## src/rtl/pce_pkg.sv

```systemverilog
package pce_pkg;

    typedef enum logic [1:0] {
        RATE_12 = 2'd0,
        RATE_23 = 2'd1,
        RATE_34 = 2'd2
    } rate_e;

    localparam logic [3:0] MODE_SEL_R23 = 4'b0011;
    localparam logic [3:0] MODE_SEL_R34 = 4'b1111;

    function automatic rate_e decode_mode(input logic [3:0] m);
        case (m)
            MODE_SEL_R34: return RATE_34;
            MODE_SEL_R23: return RATE_23;
            default:      return RATE_12;
        endcase
    endfunction

    // number of input bits in one puncture period
    function automatic logic [1:0] period_of(input rate_e r);
        case (r)
            RATE_34: return 2'd3;
            RATE_23: return 2'd2;
            default: return 2'd1;
        endcase
    endfunction

    // bit0 keeps X1, bit1 keeps X2
    function automatic logic [1:0] keep_mask(input rate_e r, input logic [1:0] ph);
        case (r)
            RATE_34: begin
                case (ph)
                    2'd0:    return 2'b11;
                    2'd1:    return 2'b01;
                    default: return 2'b10;
                endcase
            end
            RATE_23: return (ph == 2'd0) ? 2'b11 : 2'b01;
            default: return 2'b11;
        endcase
    endfunction

endpackage

```

## src/rtl/pce_conv_core.sv

```systemverilog
module pce_conv_core #(
    parameter int          K  = 7,
    parameter logic [K-1:0] G1 = 7'o177,
    parameter logic [K-1:0] G2 = 7'o133
) (
    input  logic clk,
    input  logic rst_n,
    input  logic clear,
    input  logic advance,
    input  logic bit_in,
    output logic x1,
    output logic x2
);
    localparam int SW = K - 1;

    typedef struct packed {
        logic [SW-1:0] sreg;
    } core_st_t;

    core_st_t cur_q, nxt_d;
    logic [SW-1:0] base;
    logic [K-1:0]  window;

    always_comb begin
        nxt_d  = cur_q;
        base   = clear ? '0 : cur_q.sreg;
        window = {bit_in, base};
        x1     = ^(window & G1);
        x2     = ^(window & G2);
        if (advance) begin
            nxt_d.sreg = window[K-1:1];
        end else if (clear) begin
            nxt_d.sreg = '0;
        end
    end

    always_ff @(posedge clk or negedge rst_n) begin
        if (!rst_n) begin
            cur_q <= '0;
        end else begin
            cur_q <= nxt_d;
        end
    end

    AST_START_CLEARS: assert property (@(posedge clk) disable iff (!rst_n)
        (clear && !advance) |=> (cur_q.sreg == '0));

    AST_SHIFT_IN: assert property (@(posedge clk) disable iff (!rst_n)
        advance |=> (cur_q.sreg[SW-1] == $past(bit_in)));

endmodule

```

## src/rtl/pce_puncture_ctl.sv

```systemverilog
module pce_puncture_ctl
    import pce_pkg::*;
(
    input  logic       clk,
    input  logic       rst_n,
    input  logic       start,
    input  logic [3:0] mode_in,
    input  logic       accept,
    output logic [1:0] keep
);
    typedef struct packed {
        rate_e      rate;
        logic [1:0] phase;
    } punc_st_t;

    punc_st_t cur_q, nxt_d;
    rate_e      eff_rate;
    logic [1:0] eff_phase;
    logic [1:0] inc_phase;

    always_comb begin
        eff_rate  = start ? decode_mode(mode_in) : cur_q.rate;
        eff_phase = start ? 2'd0 : cur_q.phase;
        inc_phase = eff_phase + 2'd1;
        keep      = keep_mask(eff_rate, eff_phase);
        nxt_d.rate  = eff_rate;
        nxt_d.phase = eff_phase;
        if (accept) begin
            nxt_d.phase = (inc_phase == period_of(eff_rate)) ? 2'd0 : inc_phase;
        end
    end

    always_ff @(posedge clk or negedge rst_n) begin
        if (!rst_n) begin
            cur_q <= '{rate: RATE_12, phase: 2'd0};
        end else begin
            cur_q <= nxt_d;
        end
    end

    AST_PHASE_RANGE: assert property (@(posedge clk) disable iff (!rst_n)
        cur_q.phase < period_of(cur_q.rate));

    AST_MODE_HELD: assert property (@(posedge clk) disable iff (!rst_n)
        !start |=> $stable(cur_q.rate));

    AST_KEEP_NONEMPTY: assert property (@(posedge clk) disable iff (!rst_n)
        accept |-> (keep != 2'b00));

endmodule

```

## src/rtl/pce_out_serializer.sv

```systemverilog
module pce_out_serializer #(
    parameter int DEPTH = 4
) (
    input  logic       clk,
    input  logic       rst_n,
    input  logic [1:0] push_keep,
    input  logic [1:0] push_data,
    output logic       room2,
    output logic       out_valid,
    output logic       out_bit
);
    localparam int CW = $clog2(DEPTH + 1);

    typedef struct packed {
        logic [DEPTH-1:0] bits;
        logic [CW-1:0]    cnt;
    } ser_st_t;

    ser_st_t cur_q, nxt_d;
    logic [CW-1:0] widx;
    logic [CW-1:0] widx2;

    always_comb begin
        nxt_d = cur_q;
        if (cur_q.cnt != '0) begin
            nxt_d.bits = cur_q.bits >> 1;
            nxt_d.cnt  = cur_q.cnt - 1'b1;
        end
        widx  = nxt_d.cnt;
        widx2 = widx + CW'(push_keep[0]);
        for (int i = 0; i < DEPTH; i++) begin
            if (push_keep[0] && (CW'(i) == widx)) begin
                nxt_d.bits[i] = push_data[0];
            end
            if (push_keep[1] && (CW'(i) == widx2)) begin
                nxt_d.bits[i] = push_data[1];
            end
        end
        nxt_d.cnt = widx2 + CW'(push_keep[1]);
    end

    always_ff @(posedge clk or negedge rst_n) begin
        if (!rst_n) begin
            cur_q <= '0;
        end else begin
            cur_q <= nxt_d;
        end
    end

    assign room2     = (cur_q.cnt <= CW'(DEPTH - 2));
    assign out_valid = (cur_q.cnt != '0);
    assign out_bit   = cur_q.bits[0];

    AST_NO_OVERFLOW: assert property (@(posedge clk) disable iff (!rst_n)
        cur_q.cnt <= CW'(DEPTH));

    AST_PUSH_NEEDS_ROOM: assert property (@(posedge clk) disable iff (!rst_n)
        (push_keep != 2'b00) |-> (cur_q.cnt <= CW'(DEPTH - 2)));

    AST_VALID_AFTER_PUSH: assert property (@(posedge clk) disable iff (!rst_n)
        (push_keep != 2'b00) |=> out_valid);

    AST_DRAIN_ONE: assert property (@(posedge clk) disable iff (!rst_n)
        (out_valid && push_keep == 2'b00) |=> (cur_q.cnt == $past(cur_q.cnt) - 1'b1));

endmodule

```

## src/rtl/puncture_conv_enc.sv

```systemverilog
module puncture_conv_enc #(
    parameter int DEPTH = 4
) (
    input  logic       clk,
    input  logic       rst_n,
    input  logic       blk_start,
    input  logic [3:0] mode,
    input  logic       in_valid,
    input  logic       in_bit,
    output logic       in_ready,
    output logic       out_valid,
    output logic       out_bit
);
    logic       accept;
    logic       x1;
    logic       x2;
    logic [1:0] keep;
    logic [1:0] push_keep;
    logic       room2;

    assign in_ready  = room2;
    assign accept    = in_valid && room2;
    assign push_keep = keep & {2{accept}};

    pce_conv_core #(
        .K  (7),
        .G1 (7'o177),
        .G2 (7'o133)
    ) u_core (
        .clk     (clk),
        .rst_n   (rst_n),
        .clear   (blk_start),
        .advance (accept),
        .bit_in  (in_bit),
        .x1      (x1),
        .x2      (x2)
    );

    pce_puncture_ctl u_punc (
        .clk     (clk),
        .rst_n   (rst_n),
        .start   (blk_start),
        .mode_in (mode),
        .accept  (accept),
        .keep    (keep)
    );

    pce_out_serializer #(
        .DEPTH (DEPTH)
    ) u_ser (
        .clk       (clk),
        .rst_n     (rst_n),
        .push_keep (push_keep),
        .push_data ({x2, x1}),
        .room2     (room2),
        .out_valid (out_valid),
        .out_bit   (out_bit)
    );

    AST_ACCEPT_NEEDS_READY: assert property (@(posedge clk) disable iff (!rst_n)
        (push_keep != 2'b00) |-> (in_valid && in_ready));

endmodule

```

## config.mk

```make
export PLATFORM = sky130hd
export DESIGN_NAME = puncture_conv_enc
export DESIGN_NICKNAME = d
export VERILOG_FILES = /design/src/rtl/pce_pkg.sv /design/src/rtl/pce_conv_core.sv /design/src/rtl/pce_puncture_ctl.sv /design/src/rtl/pce_out_serializer.sv /design/src/rtl/puncture_conv_enc.sv
export SDC_FILE = /design/constraint.sdc
export NUM_CORES = 1
export LEC_CHECK = 0
export BUFFER_PORTS_ARGS = -buffer_cell sky130_fd_sc_hd__buf_2
export CAP_MARGIN = 20
export CELL_PAD_IN_SITES_DETAIL_PLACEMENT = 1
export CELL_PAD_IN_SITES_GLOBAL_PLACEMENT = 1
export CORE_UTILIZATION = 40
export DETAILED_ROUTE_END_ITERATION = 8
export PLACE_DENSITY = 0.75
export SETUP_SLACK_MARGIN = 0.5
export SLEW_MARGIN = 10
export SYNTH_ARGS = -nofsm -noshare
export SYNTH_HDL_FRONTEND = slang
export SYNTH_SLANG_ARGS = --single-unit
```

## constraint.sdc

```tcl
create_clock -name clk -period 3.2 [get_ports clk]
set_input_delay 0.32 -clock clk [delete_from_list [all_inputs] [get_ports clk]]
set_output_delay 0.32 -clock clk [all_outputs]
set_load 0.005 [all_outputs]
```

==> metrics.yaml, run 1 <==
gp_congestion: 0.870
synth_cell_types: 35
path_clk_slew_ns: 0.12
final_layout_size_suffix_gt1_share_pct: 25.6
fin_setup_tns_ns: 0
n_antenna_cell: 0
root_buffer: "clkbuf_4"
area_delta_synth_final_pct: 22.2
synth.area.top_cells: "dfrtp_1 35%, ha_1 11%, nand2_1 6.5%, xnor2_1 4.3%, a21oi_1 3.7%"
drv_slew: 0
synth_area_leader_cell: "dfrtp_1"
fin_skew_ns: 0.00462
pwr_density_cell_mw_per_mm2: 862
rrSetupSlack_ns: 0.64
die_y_um: 57.2
fmax_ghz: 0.390
fin_crit_sh_pct: 80.1
grt_pass1_wl_mm: 5.01
crit_path_end_kind: "flip-flop"
via_count: 1056
irDropWorstVdd_uv: 482
startpoint_type: "flip-flop"
overflow: 0
cp_max_fo: 3
grt_max_degree: 18
dr.pass1.iters: 6
avgViaCountPerCell: 5.65
clockBufferDepth: 2
io_buffers: 11
wl_per_cell_um: 17.0
reg2reg_from: "u_punc.cur_q[3]$_DFF_PN0_"
dp_hpwl_mm: 2.22
hp-class: "in2reg"
antenna_found_initial: 0
place_area_mm2: 0.00136
p_leak_nw: 0.672
cts.htree.levels: 1
async_reset_ff_share_pct: 100
min_path_cells: 3
ys_warn_count: 0
hold_viol: 0
fp.dieArea_mm2: 0.00327
syn_area_mm2: 0.00122
seq_area_frac_synth_pct: 34.9
grt_use_total_pct: 20.3
synthTopCellsByCount: "21 x nand2_1, 17 x dfrtp_1, 11 x ha_1"
drt_iter0_markers: 30
fin_crit_ns: 2.56
synth_edf_count: 0
rows: 19
nNetsFinal: 177
maxSlewHeadroom_pct: 68.9
rsz0062_at_grt: "yes"
yosys.cell_count.top_type: "nand2_1"
r2r_cells: 11
hp-start: "in_bit"
clock-sinks: 17
routed_wl_mm: 3.18
fill_cells: 334
avgSynthCellArea_um2: 9.04
final_area_mm2: 0.00149
synth_fp_nets: 155
worst_pin_slew_ns: 0.465
drc: 3
clk_latency_ns: 0.31
ios: 12
setup_violations: 0
grt_pass1_vias: 1074
synth_cells: 135
tritoncts: "done"
path_class: "reg2reg"
critPathLaunch: "u_punc.cur_q[3]$_DFF_PN0_"
die_w_um: 57.2
postRouteAntennaNets: 0
failed_checks: "design-rule violations"
max-cap-violations: 0
cts_made_buffers: 3
synth_ff_type: "dfrtp_1"
coreArea_mm2: 0.00283
critical_path_required_ns: 3.44
ys_ff_latch: 17
synth_top_cell_area_share_pct: 34.9
whs_endpoint: "u_core.cur_q[5]$_DFF_PN0_"
start_util_pct: 43.1
r2r_end: "u_ser.cur_q[4]$_DFFE_PN0P_"
status: "complete, but fails checks"
arrival_ns: 2.80
[where the power goes]
part	internal, W	total, W	switching (W)
clock	0.0000468	0.000128	0.0000811
combinational	0.000373	0.000832	0.000459
sequential	0.000267	0.000325	0.0000577
[placed cells by master, fill, tap and decap left out, types with 3 or more instances in the layout]
master	n
nor2_1	6
dfrtp_1	17
ha_1	6
a21oi_1	9
buf_2	11
a31oi_1	3
ha_4	3
inv_1	6
o21ai_0	6
buf_4	9
nand2_1	20
mux2i_1	4
nor2b_1	4
xor2_1	4
xnor2_1	6
clkbuf_4	3
nand2b_1	4
[per-layer routing]
layer | vias up | share of wire [%] | GRT usage, %
li1 | 509 | - | -
met1 | 517 | 46 | 27.7
met2 | 22 | 47 | 33.1
met3 | 8 | 3.7 | 2.04
met4 | 0 | 2.9 | 8.36
met5 | - | 0 | 0
[cell families after synthesis]
family	count (synthesis)	share of synthesized area, %
xor gates and xnor gates	13	11.1
buffers and inverters	12	3.79
and+or+nand+nor	48	19.5
adders and majority gates	11	11.3
DFF	17	34.9
AOI/OAI and AO/OA	29	15.3
muxes	5	4.21
[state kept, by name (all words and copies together) (netlist names)]
register and flops:
u_core.cur_q 6, u_ser.out_bit 1, u_ser.cur_q 6, u_punc.cur_q 4
[timing repair]
action / 4_1_cts / 5_1_grt
gates resized for setup: 2 / 6
pin swaps: 0 / 3
hold buffers: 1 / 0
endpoints found under the setup margin: 4 / 4
hold endpoints to repair: 17 / 0
buffers inserted: 2 / 5
[area by class of cell]
class	count	area, µm²	area share (%)
inverters	8	30.0	2.02
clock buffers	3	22.5	1.51
well taps	31	38.8	2.60
flip-flops and latches	17	425	28.5
clock inverters	1	5.00	0.336
multi-input cells	106	836	56.1
repair buffers	21	133	8.90
[worst max path at each step]
stage	endpoint	slack (ns)
3_5_place_dp	u_ser.cur_q[4]$_DFFE_PN0P_	0.22
4_1_cts	u_ser.cur_q[4]$_DFFE_PN0P_	0.55
3_3_place_gp	u_ser.cur_q[4]$_DFFE_PN0P_	0.32
6_report	u_ser.cur_q[4]$_DFFE_PN0P_	0.64
5_1_grt	u_ser.cur_q[4]$_DFFE_PN0P_	0.49
2_1_floorplan	u_ser.cur_q[4]$_DFFE_PN0P_	0.50
[worst max-delay path, cell delays in order, from the launching register on]
cell and delay [ns]:
dfrtp_1 0.37, nor2b_1 0.12, a41o_1 0.26, ha_4 0.23, a211o_1 0.31, and2_4 0.17
ha_4 0.16, ha_4 0.17, xor2_4 0.20, nand2_2 0.10, nor3b_2 0.20, mux2i_1 0.20
[metrics by stage]
step / setup WS [ns] / instances / total power, W / util [%] / hold slack, ns
after floorplan: 0.503 / 135 / 0.000833 / - / 0.0244
after global placement: 0.316 / 175 / 0.000977 / 47.9 / 0.276
after detailed placement: 0.222 / 175 / 0.00100 / 47.9 / 0.278
after CTS: 0.555 / 182 / 0.00116 / 49.9 / 0.273
after global routing: 0.491 / 187 / 0.00139 / 52.7 / 0.278
final: 0.636 / 187 / 0.00128 / 52.7 / 0.272
Note: power is estimated with default switching activity, not from simulation.
==> run 2, diff against run 1 <==
ABC_AREA = 1   (was unset)
PLACE_DENSITY = 0.77   (was 0.75)
clock period = 2.4 ns   (was 3.2 ns; I/O delays follow)
==> metrics.yaml, run 2 <==
cp_num_cells: 17
drv_slew: 0
worst_pin_slew_ns: 0.409
async_reset_ff_share_pct: 100
clock-sinks: 17
crit_path_end_kind: "flip-flop"
path_clk_slew_ns: 0.11
fin_util_pct: 57.4
cp_slowest_cell: "dfrtp_1"
maxSlewHeadroom_pct: 72.7
final_cell_mix: "56 x nand2_1, 21 x nand3_1, 19 x buf_4"
synth_top_cell_area_share_pct: 29.9
start_util_pct: 42.4
layout_commonest_cell: "nand2_1"
wl_per_cell_um: 14.3
overflow: 0
avgViaCountPerCell: 5.02
antenna_found_initial: 0
hp-class: "in2reg"
startpoint_type: "flip-flop"
final_layout_size_suffix_gt1_share_pct: 37.7
ios: 12
syn_area_mm2: 0.00143
p_int_w: 0.00115
tritoncts: "done"
p_seq_share_pct: 19.0
pwr_density_cell_mw_per_mm2: 1130
fmax_ghz: 0.434
die_w_um: 61.7
cp_max_fo: 3
clockBufferDepth: 2
n_antenna_cell: 0
clk_latency_ns: 0.29
critical_path_required_ns: 2.60
top_regs: "u_core.cur_q (6), u_ser.cur_q (6), u_punc.cur_q (4)"
synthTopCellsByCount: "61 x nand2_1, 22 x nand3_1, 21 x inv_1, 21 x nor2_1, 17 x dfrtp_1"
reg2reg_from: "u_punc.cur_q[3]$_DFF_PN0_"
ys_ff_latch: 17
ys_warn_count: 0
drt_iter0_markers: 58
cts_made_buffers: 3
r2r_cells: 17
cts.htree.levels: 1
dr.pass1.iters: 4
clkPwrFrac_pct: 7.4
grt_max_degree: 20
synth_edf_count: 0
p_switching_w: 0.00104
via_count: 1432
hold_viol: 0
setup_violations: 0
die_y_um: 61.7
fin_crit_sh_pct: 96.1
rsz0062_at_grt: "yes"
synth_cell_types: 26
seq_area_frac_synth_pct: 29.9
synth_fp_nets: 222
drc: 0
rrSetupSlack_ns: 0.09
crit_buf_inv: 3
synth_area_leader_cell: "dfrtp_1"
cpPeakStageDelay_ns: 0.38
p_comb_share_pct: 73.6
path_class: "reg2reg"
fill_cells: 448
routed_wl_mm: 4.08
root_buffer: "clkbuf_4"
io_buffers: 11
r2r_end: "u_ser.cur_q[4]$_DFFE_PN0P_"
fin_crit_ns: 2.31
fin_skew_ns: 0.00691
arrival_ns: 2.50
coreArea_mm2: 0.00336
area_delta_synth_final_pct: 35.6
max-cap-violations: 0
crit_chain: "nand2_1, o21a_1, inv_2, ha_4, nor2_4, nand2_2, nand2_4, inv_4, ha_4, ha_4, inv_2, nand2_1, nand3b_1, nor2_2, nor2_1, nand3_1, nand2_1"
min_path_cells: 3
fin_setup_tns_ns: 0
dp_hpwl_mm: 2.84
irDropWorstVdd_uv: 484
hp-start: "in_bit"
gp_congestion: 0.790
avgSynthCellArea_um2: 7.06
synth.area.top_cells: "dfrtp_1 30%, nand2_1 16%, ha_1 9.7%, nand3_1 7.7%, inv_1 5.5%"
status: "finished, final reports clean"
rows: 21
multi_input_area_mm2: 0.00104
final_area_mm2: 0.00193
synth_cells: 202
grt_pass1_vias: 1427
grt_pass1_wl_mm: 6.47
synth_ff_type: "dfrtp_1"
grt_use_total_pct: 23.0
fp.dieArea_mm2: 0.00381
critical_path.top_delay_family: "simple AND/OR/NAND/NOR gates"
whs_endpoint: "u_core.cur_q[5]$_DFF_PN0_"
postRouteAntennaNets: 0
place_area_mm2: 0.00168
swShare_pct: 47.3
nNetsFinal: 260
seqCellArea_um2: 425
yosys.cell_count.top_type: "nand2_1"
p_leak_nw: 0.945
## run 2: cell types whose count changed in the layout (fill, tap and decap cells not counted), moves of 6 or more
| cell | previous run | this run |
|---|---|---|
| nand3_1 | 1 | 21 |
| xnor2_1 | 6 | 0 |
| nor2_1 | 6 | 16 |
| nand2_2 | 1 | 9 |
| buf_4 | 9 | 19 |
| inv_1 | 6 | 16 |
| a21oi_1 | 9 | 0 |
| nand2_4 | 0 | 6 |
| nand2_1 | 20 | 56 |
## run 2: logic make-up (layout without fill, tap and decap cells)
group                    Yosys count  count (layout)  share of synthesized area, %
flip-flops                        17              17                          29.9
AO/OA/AOI/OAI                     12              12                          4.57
buffers and inverters             28              65                          8.25
XOR/XNOR                           6               6                          4.21
adder cells (fa/ha/maj)           11              11                          9.66
AND/OR/NAND/NOR                  128             128                          43.5
## run 2: power groups by stage
stage | clock network [W] | logic (W) | registers (W)
2_1_floorplan | 0 | 0.000839 | 0.000408
3_3_place_gp | 0 | 0.00110 | 0.000416
3_5_place_dp | 0 | 0.00117 | 0.000421
4_1_cts | 0.000171 | 0.00143 | 0.000416
5_1_grt | 0.000182 | 0.00176 | 0.000425
6_report | 0.000163 | 0.00161 | 0.000416
## run 2: routing by layer
metal  vias to the layer above  global-route usage (%)  wire [µm]
met5                         -                       0          0
met4                         0                    5.40         63
met3                         8                    2.28         71
met2                        18                    44.5       2240
met1                       698                    27.1       1710
li1                        708                       -          -
## run 2: worst max path at each step
stage                               from                    endpoint  slack, ns
6_report       u_punc.cur_q[3]$_DFF_PN0_  u_ser.cur_q[4]$_DFFE_PN0P_       0.09
5_1_grt        u_punc.cur_q[3]$_DFF_PN0_  u_ser.cur_q[4]$_DFFE_PN0P_      -0.09
4_1_cts        u_punc.cur_q[3]$_DFF_PN0_  u_ser.cur_q[4]$_DFFE_PN0P_       0.20
3_5_place_dp                   blk_start  u_ser.cur_q[4]$_DFFE_PN0P_      -0.05
3_3_place_gp                   blk_start  u_ser.cur_q[4]$_DFFE_PN0P_       0.02
2_1_floorplan                    mode[1]  u_ser.cur_q[4]$_DFFE_PN0P_       0.18
## run 2: area by class of cell
type | count | area share, %
clock buffer | 3 | 1.17
clock inverter | 1 | 0.259
inverter | 25 | 5.38
multi-input combinational | 157 | 54.1
sequential | 17 | 22.0
tap | 46 | 2.98
timing repair buffer | 36 | 14.1
## run 2: stage by stage
stage | hold slack (ns) | instances | power (W) | setup WS (ns)
after floorplan | -0.0556 | 202 | 0.00125 | 0.184
after global placement | 0.206 | 266 | 0.00151 | 0.0151
after detailed placement | 0.207 | 266 | 0.00159 | -0.0463
after CTS | 0.184 | 280 | 0.00201 | 0.200
after global routing | 0.208 | 285 | 0.00237 | -0.0926
final | 0.198 | 285 | 0.00219 | 0.0940
## run 2: what timing repair did
action,CTS,global route
resized for setup,13,11
hold endpoints to repair,17,0
hold buffers,1,0
setup endpoints to repair,7,7
pin swaps,13,12
buffers inserted,9,5
## run 2: tightest hold or removal path, stage by stage
cell	delay, ns
buf_2	0.11
nand2_1	0.05
o21ai_0	0.06
